File: src/rtl/pp_buf_pkg.sv
package pp_buf_pkg;
    typedef enum logic [2:0] {
        ST_IDLE    = 3'd0,
        ST_COLLECT = 3'd1,
        ST_SCAN    = 3'd2,
        ST_MERGE   = 3'd3,
        ST_FINISH  = 3'd4
    } pp_state_e;
endpackage

File: src/rtl/pp_byte_store.sv
module pp_byte_store #(
    parameter int PAGE_BITS = 8
) (
    input  logic                 clk,
    input  logic                 rst_n,
    input  logic                 clear,
    input  logic [PAGE_BITS-1:0] load_ofs,
    input  logic                 wr_en,
    input  logic [7:0]           wr_byte,
    input  logic [PAGE_BITS-1:0] rd_ofs,
    output logic [7:0]           rd_byte,
    output logic [(1<<PAGE_BITS)-1:0] valid_mask
);
    localparam int PAGE = 1 << PAGE_BITS;

    logic [7:0]           slots [PAGE];
    logic [PAGE_BITS-1:0] put_ofs;

    // Write pointer wraps naturally at the page end.
    always_ff @(posedge clk or negedge rst_n) begin
        if (!rst_n) begin
            put_ofs    <= '0;
            valid_mask <= '0;
        end else if (clear) begin
            put_ofs    <= load_ofs;
            valid_mask <= '0;
        end else if (wr_en) begin
            put_ofs             <= put_ofs + 1'b1;
            valid_mask[put_ofs] <= 1'b1;
        end
    end

    always_ff @(posedge clk) begin
        if (wr_en && !clear) begin
            slots[put_ofs] <= wr_byte;
        end
    end

    assign rd_byte = slots[rd_ofs];
endmodule

File: src/rtl/pp_valid_scan.sv
module pp_valid_scan #(
    parameter int PAGE_BITS = 8
) (
    input  logic [(1<<PAGE_BITS)-1:0] valid_mask,
    input  logic [PAGE_BITS:0]        from_ofs,
    output logic                      found,
    output logic [PAGE_BITS-1:0]      hit_ofs
);
    localparam int PAGE = 1 << PAGE_BITS;

    // Lowest set mask bit at or above from_ofs; from_ofs >= PAGE finds nothing.
    always_comb begin
        found   = 1'b0;
        hit_ofs = '0;
        for (int i = PAGE - 1; i >= 0; i--) begin
            if (valid_mask[i] && (i >= int'(from_ofs))) begin
                found   = 1'b1;
                hit_ofs = PAGE_BITS'(i);
            end
        end
    end
endmodule

File: src/rtl/pp_page_buffer.sv
module pp_page_buffer
    import pp_buf_pkg::*;
#(
    parameter int PAGE_BITS = 8,
    parameter int ADDR_W    = 19
) (
    input  logic              clk,
    input  logic              rst_n,
    input  logic              cmd_start,
    input  logic [ADDR_W-1:0] start_addr,
    input  logic              byte_valid,
    input  logic [7:0]        byte_data,
    input  logic              cs_rise,
    input  logic              cs_on_boundary,
    input  logic              wr_permit,
    output logic              arr_rd_en,
    output logic              arr_wr_en,
    output logic [ADDR_W-1:0] arr_addr,
    output logic [7:0]        arr_wdata,
    input  logic [7:0]        arr_rdata,
    output logic              done
);
    localparam int PAGE   = 1 << PAGE_BITS;
    localparam int PAGE_W = ADDR_W - PAGE_BITS;

    pp_state_e            state, state_nx;
    logic [PAGE_W-1:0]    page_q;
    logic [PAGE_BITS:0]   cursor_q;
    logic [PAGE_BITS-1:0] cur_q;
    logic [PAGE-1:0]      mask;
    logic                 found;
    logic [PAGE_BITS-1:0] hit_ofs;
    logic [7:0]           buf_byte;
    logic                 store_clear;
    logic                 store_wr;

    assign store_clear = (state == ST_IDLE) && cmd_start;
    assign store_wr    = (state == ST_COLLECT) && byte_valid && !cs_rise;

    pp_byte_store #(.PAGE_BITS(PAGE_BITS)) u_store (
        .clk        (clk),
        .rst_n      (rst_n),
        .clear      (store_clear),
        .load_ofs   (start_addr[PAGE_BITS-1:0]),
        .wr_en      (store_wr),
        .wr_byte    (byte_data),
        .rd_ofs     (cur_q),
        .rd_byte    (buf_byte),
        .valid_mask (mask)
    );

    pp_valid_scan #(.PAGE_BITS(PAGE_BITS)) u_scan (
        .valid_mask (mask),
        .from_ofs   (cursor_q),
        .found      (found),
        .hit_ofs    (hit_ofs)
    );

    // Next-state decision.
    always_comb begin
        state_nx = state;
        unique case (state)
            ST_IDLE:    if (cmd_start) state_nx = ST_COLLECT;
            ST_COLLECT: begin
                if (cs_rise) begin
                    if (cs_on_boundary && wr_permit && (|mask)) state_nx = ST_SCAN;
                    else                                        state_nx = ST_IDLE;
                end
            end
            ST_SCAN:    state_nx = found ? ST_MERGE : ST_FINISH;
            ST_MERGE:   state_nx = found ? ST_SCAN : ST_FINISH;
            ST_FINISH:  state_nx = ST_IDLE;
            default:    state_nx = ST_IDLE;
        endcase
    end

    // State register and walk bookkeeping.
    always_ff @(posedge clk or negedge rst_n) begin
        if (!rst_n) begin
            state    <= ST_IDLE;
            page_q   <= '0;
            cursor_q <= '0;
            cur_q    <= '0;
        end else begin
            state <= state_nx;
            if (store_clear) begin
                page_q   <= start_addr[ADDR_W-1:PAGE_BITS];
                cursor_q <= '0;
            end
            if (state == ST_SCAN && found) begin
                cur_q    <= hit_ofs;
                cursor_q <= {1'b0, hit_ofs} + 1'b1;
            end
        end
    end

    // Outputs decoded from the state.
    always_comb begin
        arr_rd_en = 1'b0;
        arr_wr_en = 1'b0;
        arr_addr  = {page_q, cur_q};
        arr_wdata = 8'h00;
        done      = 1'b0;
        unique case (state)
            ST_SCAN: begin
                arr_rd_en = found;
                arr_addr  = {page_q, hit_ofs};
            end
            ST_MERGE: begin
                arr_wr_en = 1'b1;
                arr_wdata = arr_rdata & buf_byte;
            end
            ST_FINISH: done = 1'b1;
            default: ;
        endcase
    end
endmodule

File: config.mk
export PLATFORM = sky130hd
export DESIGN_NAME = pp_page_buffer
export DESIGN_NICKNAME = d
export VERILOG_FILES = /design/src/rtl/pp_buf_pkg.sv /design/src/rtl/pp_byte_store.sv /design/src/rtl/pp_valid_scan.sv /design/src/rtl/pp_page_buffer.sv
export SDC_FILE = /design/constraint.sdc
export NUM_CORES = 2
export LEC_CHECK = 0
export ABC_AREA = 1
export BUFFER_PORTS_ARGS = -buffer_cell sky130_fd_sc_hd__buf_2
export CORE_UTILIZATION = 30
export DETAILED_ROUTE_END_ITERATION = 6
export PLACE_DENSITY = 0.48
export RECOVER_POWER = 25
export SLEW_MARGIN = 20
export SYNTH_ARGS = -nofsm -noshare
export SYNTH_HDL_FRONTEND = slang
export SYNTH_SLANG_ARGS = --single-unit
File: constraint.sdc
create_clock -name clk -period 8.3 [get_ports clk]
set_input_delay 0.83 -clock clk [delete_from_list [all_inputs] [get_ports clk]]
set_output_delay 0.83 -clock clk [all_outputs]
set_load 0.01 [all_outputs]
Yosys cells after proc, flatten, opt, wreduce, memory -nomap -nowiden
Memories as Yosys holds them, arrays and structs flattened. Cells that the tools add are included.

Multipliers: 0. Multiplexer cells: 533. Divide/modulo/power cells: 0. Eq/ne operators: 6. Reduce and logical (&&, ||, !) cells: 271. Bitwise operators: 2. Add/subtract/negate cells: 2. Shifts and indexed selects: 0. Order comparisons: 258.

Operators by type and width (count): two-way mux 8 bit (260); greater-or-equal comparator 8 x 9 -> 1 bit, first input constant (128); greater-or-equal comparator 7 x 9 -> 1 bit, first input constant (64); two-way mux 256 bit (2); greater-or-equal comparator 6 x 9 -> 1 bit, first input constant (32); logical AND 1 bit (264); two-way mux 1 bit (262); OR 256 bit (1); OR reduction 256 bit (1); greater-or-equal comparator 5 x 9 -> 1 bit, first input constant (16); greater-or-equal comparator 4 x 9 -> 1 bit, first input constant (8); greater-or-equal comparator 3 x 9 -> 1 bit, first input constant (4); greater-or-equal comparator 1 x 9 -> 1 bit, first input constant (2); greater-or-equal comparator 2 x 9 -> 1 bit, first input constant (2); two-way mux 9 bit (2); two-way mux 3 bit (4); case mux 3 bit (4 select lines) (1); adder 8 x 1 -> 9 bit, second input constant (1); less-than comparator 8 x 9 -> 1 bit, second input constant (1); adder 8 x 1 -> 8 bit, second input constant (1); bitwise AND 8 bit (1); demux 1 bit (select 8 bit) (1); greater-or-equal comparator 8 x 1 -> 1 bit, second input constant (1); equality test 3 x 2 -> 1 bit, second input constant (2); other kinds (8) (11).

Input bits: 42. Word-level logic and storage cells: 1079. Bits in read-only memories: 0. Output and inout bits: 30. Register bits after elaboration: 295. Bits in writable memories: 2048. Latch bits: 0. Memories kept: 1.

Memory list: u_store.slots (words 256, width 8, read ports 1, clocked after memory_dff 0, write ports 1, RTL line pp_byte_store.sv:16) `logic [7:0] slots [PAGE];`.

Longest topological paths before layout
Depth after elaboration: 260. Mapped depth: 173. Gate-level depth less buffers: 172.

By module
Synthesis repeated with hierarchy kept, for this count alone.

Cells, all modules: 10001. Area total of the unflattened synthesis: 102699.7 µm².

By module, submodules not included: pp_byte_store (cells each 7865, seq. area each 68105.3 µm², times used 1, area each 92856.6 µm²); pp_valid_scan (cells each 1696, seq. area each 0.0 µm², times used 1, area each 7384.6 µm²); pp_page_buffer (cells each 440, seq. area each 775.7 µm², times used 1, area each 2458.6 µm²).

Least setup slack after synthesis
OpenSTA, ideal clock, no wires.

Path kind: reg-to-output. From: register cursor_q[2]. To: output arr_addr[0]. Buffers on the path: 1. Arrival time: 8388 ps. Stages on the path, launching flop included: 164. Path slack: -918 ps. Required time: 7470 ps. Path through: dfrtp_1 -> buf_4 -> inv_2 -> nand2_1 -> nand2_2 -> o21ai_1 -> or2_2 -> nand2_1 -> nand2_1 -> nand2_1 -> nand2_1 -> nand2_1 -> nand2_1 -> nand2_1 -> nand2_1 -> nand2_1 -> nand2_1 -> nand2_1 -> (+128 left out) -> nand2_1 -> nand2_1 -> nand2_1 -> nand2_1 -> nand2_1 -> nand2_1 -> nand2_1 -> nand2_1 -> nand2_1 -> nand2_1 -> nand2_1 -> nand2_1 -> nand2_1 -> nand2_1 -> nand2_1 -> a21oi_4 -> nand2_1 -> o21ai_1.

Cells in the longest elaborated chain, start to end: 259. Elaborated cells between the ends (all ways): 769. Those cells by class: order compare (256); mux (257); reduce/logical (256).

RTL lines: start: declaration (RTL line pp_page_buffer.sv:28) `logic [PAGE_BITS:0] cursor_q;`; start signal: assignment (RTL line pp_page_buffer.sv:92) `cursor_q <= {1'b0, hit_ofs} + 1'b1;`; greater-or-equal comparator 8 x 9 -> 1 bit (RTL line pp_valid_scan.sv:16) `if (valid_mask[i] && (i >= int'(from_ofs))) begin`; logical AND 1 bit (RTL line pp_valid_scan.sv:16); two-way mux 8 bit (255 in series) (RTL line pp_valid_scan.sv:16); two-way mux 8 bit * (RTL line pp_valid_scan.sv:16); via hit_ofs[0] (RTL line pp_page_buffer.sv:32) `logic [PAGE_BITS-1:0] hit_ofs;`; two-way mux 8 bit * (RTL line pp_page_buffer.sv:104) `unique case (state)`; end: declaration (RTL line pp_page_buffer.sv:18) `output logic [ADDR_W-1:0] arr_addr,`.

Mark *: on every way through the listed nets, which the timed path passes. The rest lies on a longest branch.

Worst setup path after layout
From: register cursor_q[5]. To: register cursor_q[7].

Cells in the longest elaborated chain, start to end: 260. Elaborated cells between the ends (all ways): 1028. Those cells by class: add/sub (1); order compare (256); mux (513); reduce/logical (258).

RTL lines (RTL line): greater-or-equal comparator 8 x 9 -> 1 bit (pp_valid_scan.sv:16); logical AND 1 bit (pp_valid_scan.sv:16); two-way mux 8 bit or two-way mux 1 bit (tied branches) (256 in series) (pp_valid_scan.sv:16); adder 8 x 1 -> 9 bit or logical AND 1 bit (tied branches) (pp_page_buffer.sv:92, pp_page_buffer.sv:90); two-way mux 9 bit or nonzero test 2 bit (tied branches).

Several ways; a longest one is shown, not always the timed one. A chain may end at the register's enable or synchronous reset.

==> impl_metrics.ini <==
[global_routing]
gr-usage-all-layers_pct = 21.00
grt_max_degree = 161
grt_overflow_total = 0
antenna_found_initial = 21
grt_pass1_vias = 72611
grt_first_pass_wirelength_um = 523900

[final_layout]
final_common_cell = edfxtp_1
num-fill-cells = 33050
drive_gt1_share_pct = 12.72
area_delta_synth_final_pct = 17.54
fin_nets = 9595
layout_common_cells = 2,048 x edfxtp_1, 1,962 x nor2_1, 1,433 x o21ai_0, 801 x o22ai_1, 664 x nand2_1
layout.cells.non_filler = 14111

[die]
io_pins = 72
die_w_um = 579.6
die_area_mm2 = 0.3359
initial_core_util_pct = 30.23
fp.dieH_um = 579.6
rows = 211
core_area_mm2 = 0.3311

[timing]
final_max_slew_viol_count = 1746
setup-violations-final = 14
period_share_pct = 142.0
slew_headroom_pct = -330.0
layout_setup_ws_ns = -3.482
finClkSkew_ns = 0.04847
hold-worst-slack_ns = 0.1406
fmax_mhz = 84.87
setup_tns_ns = -30.76
hold_viol = 0
fin_crit_ns = 11.78
rsz0062_at_grt = yes
worst_slew_pin_slew_ns = 6.450

[route]
drt-initial-drc-count = 7758
vias = 74930
wl_um = 365500
wl_per_cell_um = 25.90
drcViolationCount = 0
first_pass_iters = 6
ant_nets = 0
viasPerCell = 5.310

[worst_setup_path]
cp.required_ns = 9.12
path_common_cell = nand2_1
cp.arrival_ns = 12.61
crit_path_end_kind = flip-flop
max_stage_delay_ns = 0.45
path_class = flip-flop to flip-flop
cp_max_fo = 4
slowest_stage = dfrtp_2
cp-start-kind = flip-flop

[synthesis]
synth-edff-count = 2048
avgSynthCellArea_um2 = 10.89
synthesis.area_mm2 = 0.1001
syn_nets = 9240
synth-seq-area-share_pct = 68.82
async_flop_share_pct = 12.59
synth.largest_area_cell = edfxtp_1
synth_warnings = 0
ys_ff_latch = 2343
synth_cell_types = 51
netlist_top_cells_area = edfxtp_1 61%, nor2_1 7.4%, dfrtp_1 7.4%, o21ai_0 7.3%, o22ai_1 5.0%
synth.top_cell.area_share_pct = 61.45
syn_inst = 9193
synthFlopType = edfxtp_1

[outcome]
status = finished with violations
violations = max-capacitance violations, max-slew violations, negative setup slack

[worst_hold_path]
hp-class = input pin to flip-flop

[clock_network]
cts_buffer_depth = 4
htreeDepth = 4
path_clk_slew_ns = 0.06
cts_tree = yes
clk_latency_ns = 0.91
cts_hold_buf = 0
clock-root-buffer = clkbuf_16
numCtsBuffers = 242
clock-sinks = 2343

[power]
leakagePower_uw = 0.04174
pwr_density_cell_mw_per_mm2 = 322.9
totalPowerFinal_uw = 37990
power.ir.vdd_worst_uv = 360.6

[place]
dp.cells = 13627
portBuffers = 71
place.gp.congestion = 0.9913
preCtsSetupSlack_ns = -2.719
dp_hpwl_um = 224900

[run]
drv_cap = 15
-- per-stage QoR --
stage | cell area, um2 | utilization, %
global placement | 108800 | 32.88
global route | 117600 | 35.53
floorplan | 100200 | -
CTS | 117600 | 35.51
finish | 117600 | 35.54
detailed placement | 108900 | 32.88
-- synth_stat cells, drive strengths merged, types with 8 or more instances --
cell type,n
o32ai,53
edfxtp,2048
o211ai,12
or2,12
nand3,138
a21boi,8
a31oi,19
o21ai,1472
dfrtp,295
buf,25
nor3,83
nor2,1986
o22ai,802
clkbuf,573
nand2,704
a21oi,193
a211oi,8
nand4,67
inv,559
nor4,89
-- routing by layer --
metal	part of all wire (%)	vias up	global-route usage, %
met5	0.016	-	0
met4	3.7	10	7.143
met3	7.2	605	3.573
met2	46	2829	33.16
met1	44	37747	29.13
li1	-	33739	-
-- report_power, final --
part	internal, uW	switching [uW]	total, uW
clock	6490	4690	11200
sequential	13000	281	13300
combinational	3690	9860	13500
total	23200	14800	38000
-- sequential cells by signal, indices dropped and copies added, names as in the netlist --
signal,count
u_store.slots,2048
u_store.valid_mask,256
cur_q,8
cursor_q,9
page_q,11
u_store.put_ofs,8
state,3
-- cell type report --
type	count	area (um2)	area share, %
multi-input combinational	5688	27630	23.48
clock buffer	289	6366	5.411
antenna	5	12.51	0.01064
tap	4366	5463	4.643
sequential	2343	68910	58.57
timing repair buffer	709	5498	4.673
inverter	564	2158	1.835
clock inverter	147	1612	1.370
-- critical path: cells and delay by family (launching register included) --
family,cells,cell delay (ns)
flops,1,0.45
buf+inv,16,1.87
simple gates,166,9.18
compound gates,1,0.15
-- timing repair --
item                                    CTS  global route
endpoints found under the setup margin   15            20
gates resized for setup                 142            74
cloned                                    0             0
buffers inserted                         48            17
pin swaps                                48            62
-- cell families after synthesis --
kind of cell	synth area share [%]
flops	68.82
xor+xnor	0.03501
buf+inv	4.373
compound gates	14.37
fa+ha+maj	0.06251
simple gates	12.34
-- final timing paths --
kind,from,end,slack (ns),cells after the start
hold / removal,start_addr[12],page_q[4]$_DFFE_PN0P_,0.14,3
setup reg to reg,cursor_q[5]$_DFFE_PN0P_,cursor_q[7]$_DFFE_PN0P_,-3.48,183
max in group asynchronous,rst_n,cur_q[2]$_DFFE_PN0P_,1.49,1
setup / recovery,cursor_q[5]$_DFFE_PN0P_,cursor_q[7]$_DFFE_PN0P_,-3.48,183
hold reg to reg,page_q[10]$_DFFE_PN0P_,page_q[10]$_DFFE_PN0P_,0.48,2
min in group asynchronous,rst_n,page_q[10]$_DFFE_PN0P_,2.35,1
Power figures use the tool's default switching activity.
